`config.mk`:
```
export PLATFORM = sky130hd
export DESIGN_NAME = bdx_bus_glue
export DESIGN_NICKNAME = d
export VERILOG_FILES = /design/src/rtl/bdx_pkg.sv /design/src/rtl/bdx_addr_latch.sv /design/src/rtl/bdx_strobe_split.sv /design/src/rtl/bdx_region_decode.sv /design/src/rtl/bdx_bus_glue.sv
export SDC_FILE = /design/constraint.sdc
export NUM_CORES = 1
export LEC_CHECK = 0
export ABC_AREA = 1
export BUFFER_PORTS_ARGS = -buffer_cell sky130_fd_sc_hd__buf_2
export CAP_MARGIN = 20
export CORE_MARGIN = 4
export CORE_UTILIZATION = 36
export CTS_CLUSTER_SIZE = 30
export DETAILED_ROUTE_END_ITERATION = 16
export PLACE_DENSITY = 0.74
export SYNTH_ARGS = -nofsm -noshare
export SYNTH_HDL_FRONTEND = slang
export SYNTH_SLANG_ARGS = --single-unit
```
`constraint.sdc`:
```
create_clock -name clk -period 0.8 [get_ports clk]
set_input_delay 0.2 -clock clk [delete_from_list [all_inputs] [get_ports clk]]
set_output_delay 0.2 -clock clk [all_outputs]
set_load 0.01 [all_outputs]
```
`src/rtl/bdx_pkg.sv`:
```
package bdx_pkg;

  // Active-high internal view of the four split strobes.
  typedef struct packed {
    logic memr;
    logic memw;
    logic ior;
    logic iow;
  } strobe_t;

  function automatic logic any_strobe(strobe_t s);
    return s.memr | s.memw | s.ior | s.iow;
  endfunction

  function automatic logic is_read(strobe_t s);
    return s.memr | s.ior;
  endfunction

endpackage

```
`src/rtl/bdx_addr_latch.sv`:
```
module bdx_addr_latch #(
  parameter int LO_W = 8,
  parameter int HI_W = 8,
  localparam int AW  = LO_W + HI_W
) (
  input  logic            clk,
  input  logic            rst,
  input  logic            ale,
  input  logic [LO_W-1:0] ad_in,
  input  logic [HI_W-1:0] hi_in,
  output logic [AW-1:0]   addr_nx,
  output logic [AW-1:0]   addr_q
);

  logic [LO_W-1:0] lo_q;
  logic [HI_W-1:0] hi_q;
  logic [LO_W-1:0] lo_nx;

  // The held byte follows the shared lines while the strobe is high.
  always_comb begin
    lo_nx   = ale ? ad_in : lo_q;
    addr_nx = {hi_in, lo_nx};
  end

  always_ff @(posedge clk) begin
    if (rst) begin
      lo_q <= '0;
      hi_q <= '0;
    end else begin
      lo_q <= lo_nx;
      hi_q <= hi_in;
    end
  end

  assign addr_q = {hi_q, lo_q};

endmodule

```
`src/rtl/bdx_strobe_split.sv`:
```
module bdx_strobe_split
  import bdx_pkg::*;
(
  input  logic    io_m,
  input  logic    rd_n,
  input  logic    wr_n,
  output strobe_t stb,
  output logic    clash
);

  logic rd, wr, ok;

  always_comb begin
    rd    = ~rd_n;
    wr    = ~wr_n;
    clash = rd & wr;
    ok    = ~clash;
    stb.memr = ok & rd & ~io_m;
    stb.memw = ok & wr & ~io_m;
    stb.ior  = ok & rd &  io_m;
    stb.iow  = ok & wr &  io_m;
  end

endmodule

```
`src/rtl/bdx_region_decode.sv`:
```
module bdx_region_decode #(
  parameter int              TAG_W = 3,
  parameter logic [TAG_W-1:0] TAG  = '0
) (
  input  logic [TAG_W-1:0] tag_in,
  output logic             hit
);

  assign hit = (tag_in == TAG);

endmodule

```
`src/rtl/bdx_bus_glue.sv`:
```
module bdx_bus_glue
  import bdx_pkg::*;
#(
  parameter int          LO_W     = 8,
  parameter int          HI_W     = 8,
  parameter int          OFF_W    = 13,
  parameter logic [15:0] ROM_BASE = 16'h0000,
  parameter logic [15:0] RAM_BASE = 16'h2000
) (
  input  logic                 clk,
  input  logic                 rst,
  input  logic                 ale,
  input  logic [LO_W-1:0]      ad_in,
  input  logic [HI_W-1:0]      a_hi,
  input  logic                 io_m,
  input  logic                 rd_n,
  input  logic                 wr_n,
  output logic [LO_W+HI_W-1:0] addr,
  output logic [OFF_W-1:0]     chip_off,
  output logic                 memr_n,
  output logic                 memw_n,
  output logic                 ior_n,
  output logic                 iow_n,
  output logic                 rom_cs_n,
  output logic                 ram_cs_n,
  output logic                 ram_we_n,
  output logic                 data_oe_n,
  output logic                 data_dir,
  output logic                 bus_err
);

  localparam int AW      = LO_W + HI_W;
  localparam int TAG_W   = AW - OFF_W;
  localparam int NREG    = 2;
  localparam int ROM_IDX = 0;
  localparam int RAM_IDX = 1;
  localparam logic [AW-1:0] REGION_BASE [NREG] = '{ROM_BASE[AW-1:0], RAM_BASE[AW-1:0]};

  logic [AW-1:0]   addr_nx;
  logic [AW-1:0]   addr_q;
  strobe_t         stb;
  logic            clash;
  logic [NREG-1:0] hit;
  logic            mem_cyc;

  bdx_addr_latch #(.LO_W(LO_W), .HI_W(HI_W)) latch_i (
    .clk     (clk),
    .rst     (rst),
    .ale     (ale),
    .ad_in   (ad_in),
    .hi_in   (a_hi),
    .addr_nx (addr_nx),
    .addr_q  (addr_q)
  );

  bdx_strobe_split split_i (
    .io_m  (io_m),
    .rd_n  (rd_n),
    .wr_n  (wr_n),
    .stb   (stb),
    .clash (clash)
  );

  for (genvar g = 0; g < NREG; g++) begin : g_region
    localparam logic [AW-1:0] BASE_G = REGION_BASE[g];
    bdx_region_decode #(.TAG_W(TAG_W), .TAG(BASE_G[AW-1:OFF_W])) dec_i (
      .tag_in (addr_nx[AW-1:OFF_W]),
      .hit    (hit[g])
    );
  end

  assign mem_cyc = stb.memr | stb.memw;

  always_ff @(posedge clk) begin
    if (rst) begin
      memr_n    <= 1'b1;
      memw_n    <= 1'b1;
      ior_n     <= 1'b1;
      iow_n     <= 1'b1;
      rom_cs_n  <= 1'b1;
      ram_cs_n  <= 1'b1;
      ram_we_n  <= 1'b1;
      data_oe_n <= 1'b1;
      data_dir  <= 1'b0;
      bus_err   <= 1'b0;
    end else begin
      memr_n    <= ~stb.memr;
      memw_n    <= ~stb.memw;
      ior_n     <= ~stb.ior;
      iow_n     <= ~stb.iow;
      rom_cs_n  <= ~(mem_cyc & hit[ROM_IDX]);
      ram_cs_n  <= ~(mem_cyc & hit[RAM_IDX]);
      ram_we_n  <= ~(stb.memw & hit[RAM_IDX]);
      data_oe_n <= ~any_strobe(stb);
      data_dir  <= is_read(stb);
      bus_err   <= clash;
    end
  end

  assign addr     = addr_q;
  assign chip_off = addr_q[OFF_W-1:0];

endmodule

```
Word-level counts from Yosys, hierarchy flattened. Index checks and enable logic that the tools add are counted.

Logic and storage cells: 40. Flip-flop bits (word level): 26.

Reductions and logical operators: 1. Bitwise gates (word level): 26. Equal/unequal tests: 1.

Operators with widths (number): $not A1 Y1 (12); $and A1 B1 Y1 (10); $or A1 B1 Y1 (4); $eq A3 B1 Y1 const B (1); $logic_not A3 Y1 (1).

Depth between registers and ports, before layout. Gate-level depths: netlist of the first run.

Word-level depth: 9. Mapped depth: 4. Gate-level depth less buffers: 4.

Modules after synthesis. Synthesis of the first run repeated with hierarchy kept, for this count alone.

Cells, all modules: 158. Area total of the unflattened synthesis: 1208.7 µm².

Modules (own cells, without submodules): bdx_addr_latch (area each 770.7 µm², seq. area each 320.3 µm², cells an instance 100, instances 1); bdx_bus_glue (area each 369.1 µm², seq. area each 200.2 µm², cells an instance 41, instances 1); bdx_strobe_split (area each 37.5 µm², seq. area each 0.0 µm², cells an instance 10, instances 1); bdx_region_decode (g_region[0].dec_i) (area each 17.5 µm², seq. area each 0.0 µm², cells an instance 4, instances 1); bdx_region_decode (g_region[1].dec_i) (area each 13.8 µm², seq. area each 0.0 µm², cells an instance 3, instances 1).

Worst setup path before layout of the first run. OpenSTA, ideal clock, no wires.

Kind: register to output. Start: register latch_i.lo_q[0]. End: output chip_off[0]. Data arrival time: 0.501 ns. Path buffers: 1. Slack: 0.099 ns. Stages on the path, launching flop included: 2. Cells stage by stage: dfxtp_1 buf_4.

RTL lines: from (decl) (line bdx_addr_latch.sv:15) `logic [LO_W-1:0] lo_q;`; from (signal assigned) (line bdx_addr_latch.sv:30) `lo_q <= lo_nx;`; to (decl) (line bdx_bus_glue.sv:19) `output logic [OFF_W-1:0] chip_off,`.

No word-level cell between the ends.

Worst setup path after layout of the first run.
Start: register latch_i.lo_q[5]. End: output addr[5].

RTL lines: to (decl) (line bdx_bus_glue.sv:18) `output logic [LO_W+HI_W-1:0] addr,`.

No word-level cell between the ends.

==> results of run 1 <==
[cells by family (layout without fill, tap and decap cells)]
family,count (synthesis),count (layout)
buffers and inverters,29,82
DFF,26,26
and+or+nand+nor,41,41
AOI/OAI and AO/OA,8,8
[cells in the mapped netlist]
cell type / number / area, um2
inv_1: 12 / 45.0
nand3_1: 5 / 25.0
nor2_1: 27 / 101
inv_2: 2 / 7.51
nand2_1: 7 / 26.3
o21ai_0: 8 / 40.0
buf_4: 15 / 113
nor2_4: 1 / 11.3
nor3_1: 1 / 5.00
dfxtp_1: 26 / 521
[stage by stage]
stage	instance area [um2]	total power [uW]	setup slack [ns]
6_report	1370	2470	-0.208
4_1_cts	1280	2450	-0.215
3_5_place_dp	1160	1760	0.0196
5_1_grt	1370	2570	-0.249
2_1_floorplan	895	1620	0.0987
3_3_place_gp	1160	1750	0.0236
[power by group]
part / switching, uW / internal (uW)
Sequential: 41.4 / 1370
Combinational: 186 / 223
Clock: 373 / 278
[final timing paths]
path	start	endpoint	slack [ns]	depth (start not counted)
hold reg to reg	latch_i.lo_q[6]	latch_i.lo_q[6]	0.53	2
setup / recovery	latch_i.lo_q[5]	addr[5]	-0.21	1
setup reg to reg	latch_i.lo_q[1]	latch_i.lo_q[1]	0.14	2
hold / removal	io_m	ior_n	0.05	2
[routing by layer]
metal | track usage | vias up | wire, um
met5 | 0 | - | 0
met4 | 0.0497 | 0 | 36
li1 | - | 406 | -
met3 | 0.0557 | 4 | 319
met2 | 0.198 | 51 | 934
met1 | 0.115 | 348 | 721
[layout by cell type (no fill, tap or decap), drive strengths merged]
cell type / Yosys / layout
buf: 15 / 64
clkbuf: 0 / 4
dfxtp: 26 / 26
inv: 14 / 14
nand2: 7 / 7
nand3: 5 / 5
nor2: 28 / 28
nor3: 1 / 1
o21ai: 8 / 8
[layout make-up]
cell class | instances | share of cell area
Tap cell | 28 | 0.0257
Clock buffer | 4 | 0.0266
Sequential cell | 26 | 0.400
Multi-Input combinational cell | 49 | 0.153
Inverter | 14 | 0.0385
Timing Repair Buffer | 64 | 0.357
[sequential cells by signal (all words and copies together) (netlist names)]
| signal | flops |
|---|---|
| latch_i.lo_q | 8 |
| iow_n | 1 |
| data_oe_n | 1 |
| ram_cs_n | 1 |
| bus_err | 1 |
| memw_n | 1 |
| ior_n | 1 |
| latch_i.hi_q | 8 |
| data_dir | 1 |
| ram_we_n | 1 |
| memr_n | 1 |
| rom_cs_n | 1 |
[timing repair]
action | 4_1_cts | 5_1_grt
pin swaps | 0 | 0
endpoints found under the setup margin | 39 | 39
buffers inserted | 0 | 0
resized for setup | 24 | 18
==> summary.md, run 1 <==
| Metric | Value |
|---|---|
| Core Util, Final | 0.594 |
| CP arrival | 0.81 ns |
| Final setup viols | 39 |
| Row count | 17 |
| Gr usage total | 0.114 |
| Class of the most critical setup path | flop to output pin |
| Vias in the first global route | a little over 700 |
| Slowest stage delay, CP | 0.38 ns |
| Run status | finished with violations |
| XOR/XNOR Fraction of Synth Area | 0 |
| Crit path max-delay cell type | dfxtp_4 |
| DR iter-0 viols | 24 |
| Setup ws final | -0.208 ns |
| Gr ovfl total | 0 |
| Mean Syn Cell Area | 8.60 um2 |
| Pleak | 0.000712 uW |
| Detailed-route via count | 809 |
| Worst vdd ir | 1190 uV |
| Final hold viol count | 0 |
| Compound-Gate Fraction of Synth Area | 0.0448 |
| Multi-input gate area | 209 um2 |
| Reg area | 546 um2 |
| CTS tree | built |
| Initial DRT Pass Iterations | 4 |
| Fillers | 199 |
| Worst slew margin | 0.865 |
| Minimum clock period | 1.01 ns |
| CTS Buffer Depth | 2 |
| DR DRC count | 0 |
| Die ar. | 0.00335 mm2 |
| Synthesis warning total | 0 |
| Post-synthesis adder-cell area fraction | 0 |
| Port Buffers | 60 |
| Multiplexer share of the synthesized area | 0 |
| Max-Cap Viols | 0 |
| CTS Buf Count | 3 |
| Initial antenna violation count | 0 |
| RSZ-0062 raised after global routing | true |
| Pin count of the biggest net entering global routing | 15 |
| I/O Pins | around 60 |
| GPL Wtd Cong | around 0.70 |
| Crit path max fanout | 3 |
| Largest family of logic cells by synthesized area | simple AND/OR/NAND/NOR gates |
| Later-pin clock latency in the skew report | 0.32 ns |
| WL/cell | 10.9 um |
| Cell Pwr Density | 1810 mW/mm2 |
| Dpl hpwl | 1540 um |
| Via/cell ratio | 4.37 |
| Clock transition at path regs | 0.13 ns |
| Min-delay worst type | input port to flop |
| N_diodes | 0 |
| Crit share post-route | 1.26 |
| Cts hold-fix bufs | 0 |
| Simple-gate area share of the yosys netlist | 0.189 |
| Failing checks | setup timing |
| H-tree depth | 1 |
| Post-Synthesis Cells | 104 |
| Worst slew pin tran | 0.201 ns |
| CTS Sinks | 26 |
| Post-route setup TNS | -7.20 ns |
| Critical Path RT | around 0.6 ns |
| Chip width | about 58 um |
| Sequential area share after synthesis | 0.582 |
| P&R area growth vs syn | 52.6% |
| Syn_nets | 126 |
| Final ANT Viol Nets | 0 |
| CTS root buf | clkbuf_4 |
| Max Transition Viols Final | 0 |
| Dpl cells | ~180 |
| Peak Freq | 0.992 GHz |
| Worst-path cell chain | buf_6 |
| WL final | 2010 um |
| First-pass GRT wire length | 2930 um |
| Crit-path leading delay family | flip-flops |
| Share of layout cells above drive strength 1 | 0.567 |
| Fin cells | 185 |
| Chip height | 57.9 um |
| CP Launch Type | flop |
| Setup Skew | 0 ns |
| Synth Register Bits | 26 |
| Setup crit end kind | output pin |
| Cell Area, Synth | 895 um2 |
| Synth unique cells | 10 |
| Core area | around 0.0023 mm2 |
| Hold WS | approximately 0.049 ns |
| Initial Util | 0.389 |
| Nets | 180 |
| CP Buf/Inv Count | 1 |
Note: power is estimated with default switching activity, not from simulation.
==> run 2: changes to the inputs <==
--- a/config.mk
+++ b/config.mk
@@ -12,6 +12,7 @@
 export CORE_UTILIZATION = 36
 export CTS_CLUSTER_SIZE = 30
 export DETAILED_ROUTE_END_ITERATION = 16
+export HOLD_SLACK_MARGIN = 0.12
 export PLACE_DENSITY = 0.74
 export SYNTH_ARGS = -nofsm -noshare
 export SYNTH_HDL_FRONTEND = slang
==> run 2 against run 1 <==
The flow still finishes with violations (setup timing). Setup slack lost 0.0035 ns. Design area is 16% higher. Critical path depth stayed put. Cell count grew 9.2%. Total power increased by 4.3%. Highest routed layer unchanged. Utilization rose by 9.7 points. Clock-buffer cell count unchanged. Largest power group unchanged.
==> summary.md, run 2 (same netlist as run 1, synthesis figures left out) <==
| Metric | Value |
|---|---|
| GPL Wtd Cong | 0.701 (unchanged) |
| Max Transition Viols Final | 0 (unchanged) |
| Gr usage total | 0.142 (was 0.114) |
| RSZ-0062 raised after global routing | true (unchanged) |
| Worst slew pin tran | 0.205 ns (was 0.201 ns) |
| DR iter-0 viols | 11 (was 24) |
| Row count | 17 (unchanged) |
| Final setup viols | 40 (was 39) |
| Cts hold-fix bufs | 19 (was 0) |
| Post-route setup TNS | -7.38 ns (was -7.20 ns) |
| Top flop regs | latch_i.hi_q (8), latch_i.lo_q (8) (unchanged) |
| Dpl hpwl | 1540 um (unchanged) |
| WL/cell | 12.0 um (was 10.9 um) |
| Multi-input gate area | 221 um2 (was 209 um2) |
| Crit-path leading delay family | flip-flops (unchanged) |
| Critical R2R Launch | latch_i.lo_q[0] (was latch_i.lo_q[1]) |
| Chip height | 57.9 um (unchanged) |
| Vias in the first global route | 839 (was 712) |
| Placed cell areas | 0.00116 mm2 (unchanged) |
| H-tree depth | 1 (unchanged) |
| Initial Util | 0.389 (unchanged) |
| DR DRC count | 0 (unchanged) |
| Later-pin clock latency in the skew report | 0.32 ns (about the same) |
| WL final | 2420 um (was 2010 um) |
| CP Launch Type | flop (unchanged) |
| Crit share post-route | 1.26 (about the same) |
| Chip width | 57.9 um (unchanged) |
| Crit path max fanout | 3 (unchanged) |
| Min-Delay Endpoint | rom_cs_n (was ior_n) |
| Gr ovfl total | 0 (unchanged) |
| Minimum clock period | 1.01 ns (about the same) |
| CP arrival | 0.81 ns (about the same) |
| CTS Buf Count | 3 (unchanged) |
| Core area | 0.00230 mm2 (unchanged) |
| Nets | 197 (was 180) |
| Failing checks | setup timing (unchanged) |
| Port Buffers | 60 (unchanged) |
| Reg area | 547 um2 (was 546 um2) |
| CP Buf/Inv Count | 1 (unchanged) |
| Final hold viol count | 0 (unchanged) |
| Pleak | 0.000800 uW (was 0.000712 uW) |
| Worst slew margin | 0.863 (was 0.865) |
| Slowest stage delay, CP | 0.38 ns (about the same) |
| Hold Path Origin | a_hi[5] (was io_m) |
| Worst r2r path cells | 2 (unchanged) |
| Core Util, Final | 0.691 (was 0.594) |
| Setup ws final | -0.212 ns (was -0.208 ns) |
| Commonest non-fill, non-tap cell in the layout | buf_2 (unchanged) |
| Pin count of the biggest net entering global routing | 15 (unchanged) |
| Reg-to-reg slack, setup | 0.14 ns (about the same) |
| Share of layout cells above drive strength 1 | 0.534 (was 0.567) |
| First-pass GRT wire length | 3590 um (was 2930 um) |
| Min-delay worst type | input port to flop (unchanged) |
| N_diodes | 0 (unchanged) |
| Setup Skew | 0 ns (unchanged) |
| Reg2reg end | latch_i.lo_q[0] (was latch_i.lo_q[1]) |
| CTS Sinks | 26 (unchanged) |
| Critical Path RT | 0.60 ns (about the same) |
| CTS Buffer Depth | 2 (unchanged) |
| Via/cell ratio | 4.41 (was 4.37) |
| Peak Freq | 0.988 GHz (was 0.992 GHz) |
| Detailed-route via count | 890 (was 809) |
| Max-Cap Viols | 0 (unchanged) |
| CTS tree | built (unchanged) |
| Crit path max-delay cell type | dfxtp_2 (was dfxtp_4) |
| Die ar. | 0.00335 mm2 (unchanged) |
| Fillers | 172 (was 199) |
| Class of the most critical setup path | flop to output pin (unchanged) |
| Worst vdd ir | 1180 uV (was 1190 uV) |
| Crit. Startpoint | latch_i.lo_q[3] (was latch_i.lo_q[5]) |
| Overall power after layout | 2570 uW (was 2470 uW) |
| Worst-path cell chain | buf_6 (unchanged) |
| Dpl cells | 181 (unchanged) |
| Initial antenna violation count | 0 (unchanged) |
| Cell count along the critical path | 1 (unchanged) |
| Initial DRT Pass Iterations | 4 (unchanged) |
| Worst hold path cell count | 3 (was 2) |
| Final non-filler cell area | 0.00159 mm2 (was 0.00137 mm2) |
| Clock transition at path regs | 0.13 ns (about the same) |
| P&R area growth vs syn | 77.5% (was 52.6%) |
| CTS root buf | clkbuf_4 (unchanged) |
| Fin cells | 202 (was 185) |
| Run status | finished with violations (unchanged) |
| I/O Pins | 61 (unchanged) |
| Cell Pwr Density | 1620 mW/mm2 (was 1810 mW/mm2) |
| Final ANT Viol Nets | 0 (unchanged) |
| Most frequent cells in the layout | buf_2 (31), buf_6 (28), nor2_1 (24), dfxtp_2 (18), dlygate4sd3_1 (17) (was buf_2 (37), nor2_1 (27), buf_6 (23), dfxtp_2 (17), inv_1 (12)) |
| Setup bufs post-CTS | 0 (unchanged) |
| Setup crit end kind | output pin (unchanged) |
## run 2: cell count changes in the layout (fill, tap and decap cells not counted), sizes merged
cell / before / now
buf: 64 / 63
dlygate4sd3: 0 / 17
dlymetal6s4s: 0 / 1
## run 2: timing repair
action / in CTS / in global routing
hold endpoints to repair: 20 / 1
resized for setup: 24 / 29
endpoints found under the setup margin: 39 / 46
pin swaps: 0 / 2
gates cloned: 0 / 0
## run 2: metal layers
| layer | up-vias | routed length (um) | track usage |
|---|---|---|---|
| met3 | 4 | 324 | 0.0490 |
| met2 | 53 | 1220 | 0.273 |
| met5 | - | 0 | 0 |
| li1 | 442 | - | - |
| met1 | 391 | 831 | 0.135 |
| met4 | 0 | 40 | 0.0563 |
## run 2: how the worst max path moves through the flow
stage / end / slack [ns]
after floorplan: chip_off[0] / 0.1
after global placement: rom_cs_n / 0.02
after detailed placement: ram_cs_n / 0.02
after CTS: addr[2] / -0.22
after global routing: chip_off[3] / -0.25
final: chip_off[3] / -0.21
## run 2: where the power goes
part | total (uW) | leakage (uW) | internal (uW) | switching, uW
clock network | 654 | 0.0000210 | 278 | 375
registers | 1410 | 0.000218 | 1370 | 47.0
logic | 507 | 0.000560 | 299 | 208
## run 2: cell type report
| class | count | area share |
|---|---|---|
| multi-input cells | 49 | 0.139 |
| flip-flops and latches | 26 | 0.344 |
| repair buffers | 81 | 0.438 |
| inverters | 14 | 0.0331 |
| clock buffers | 4 | 0.0229 |
| well taps | 28 | 0.0221 |
## run 2: metrics by stage
step                      hold slack, ns  setup WS [ns]
after floorplan                    0.269         0.0987
after global placement             0.396         0.0236
after detailed placement           0.402         0.0196
after CTS                          0.118         -0.215
after global routing               0.111         -0.253
final                             0.0862         -0.212
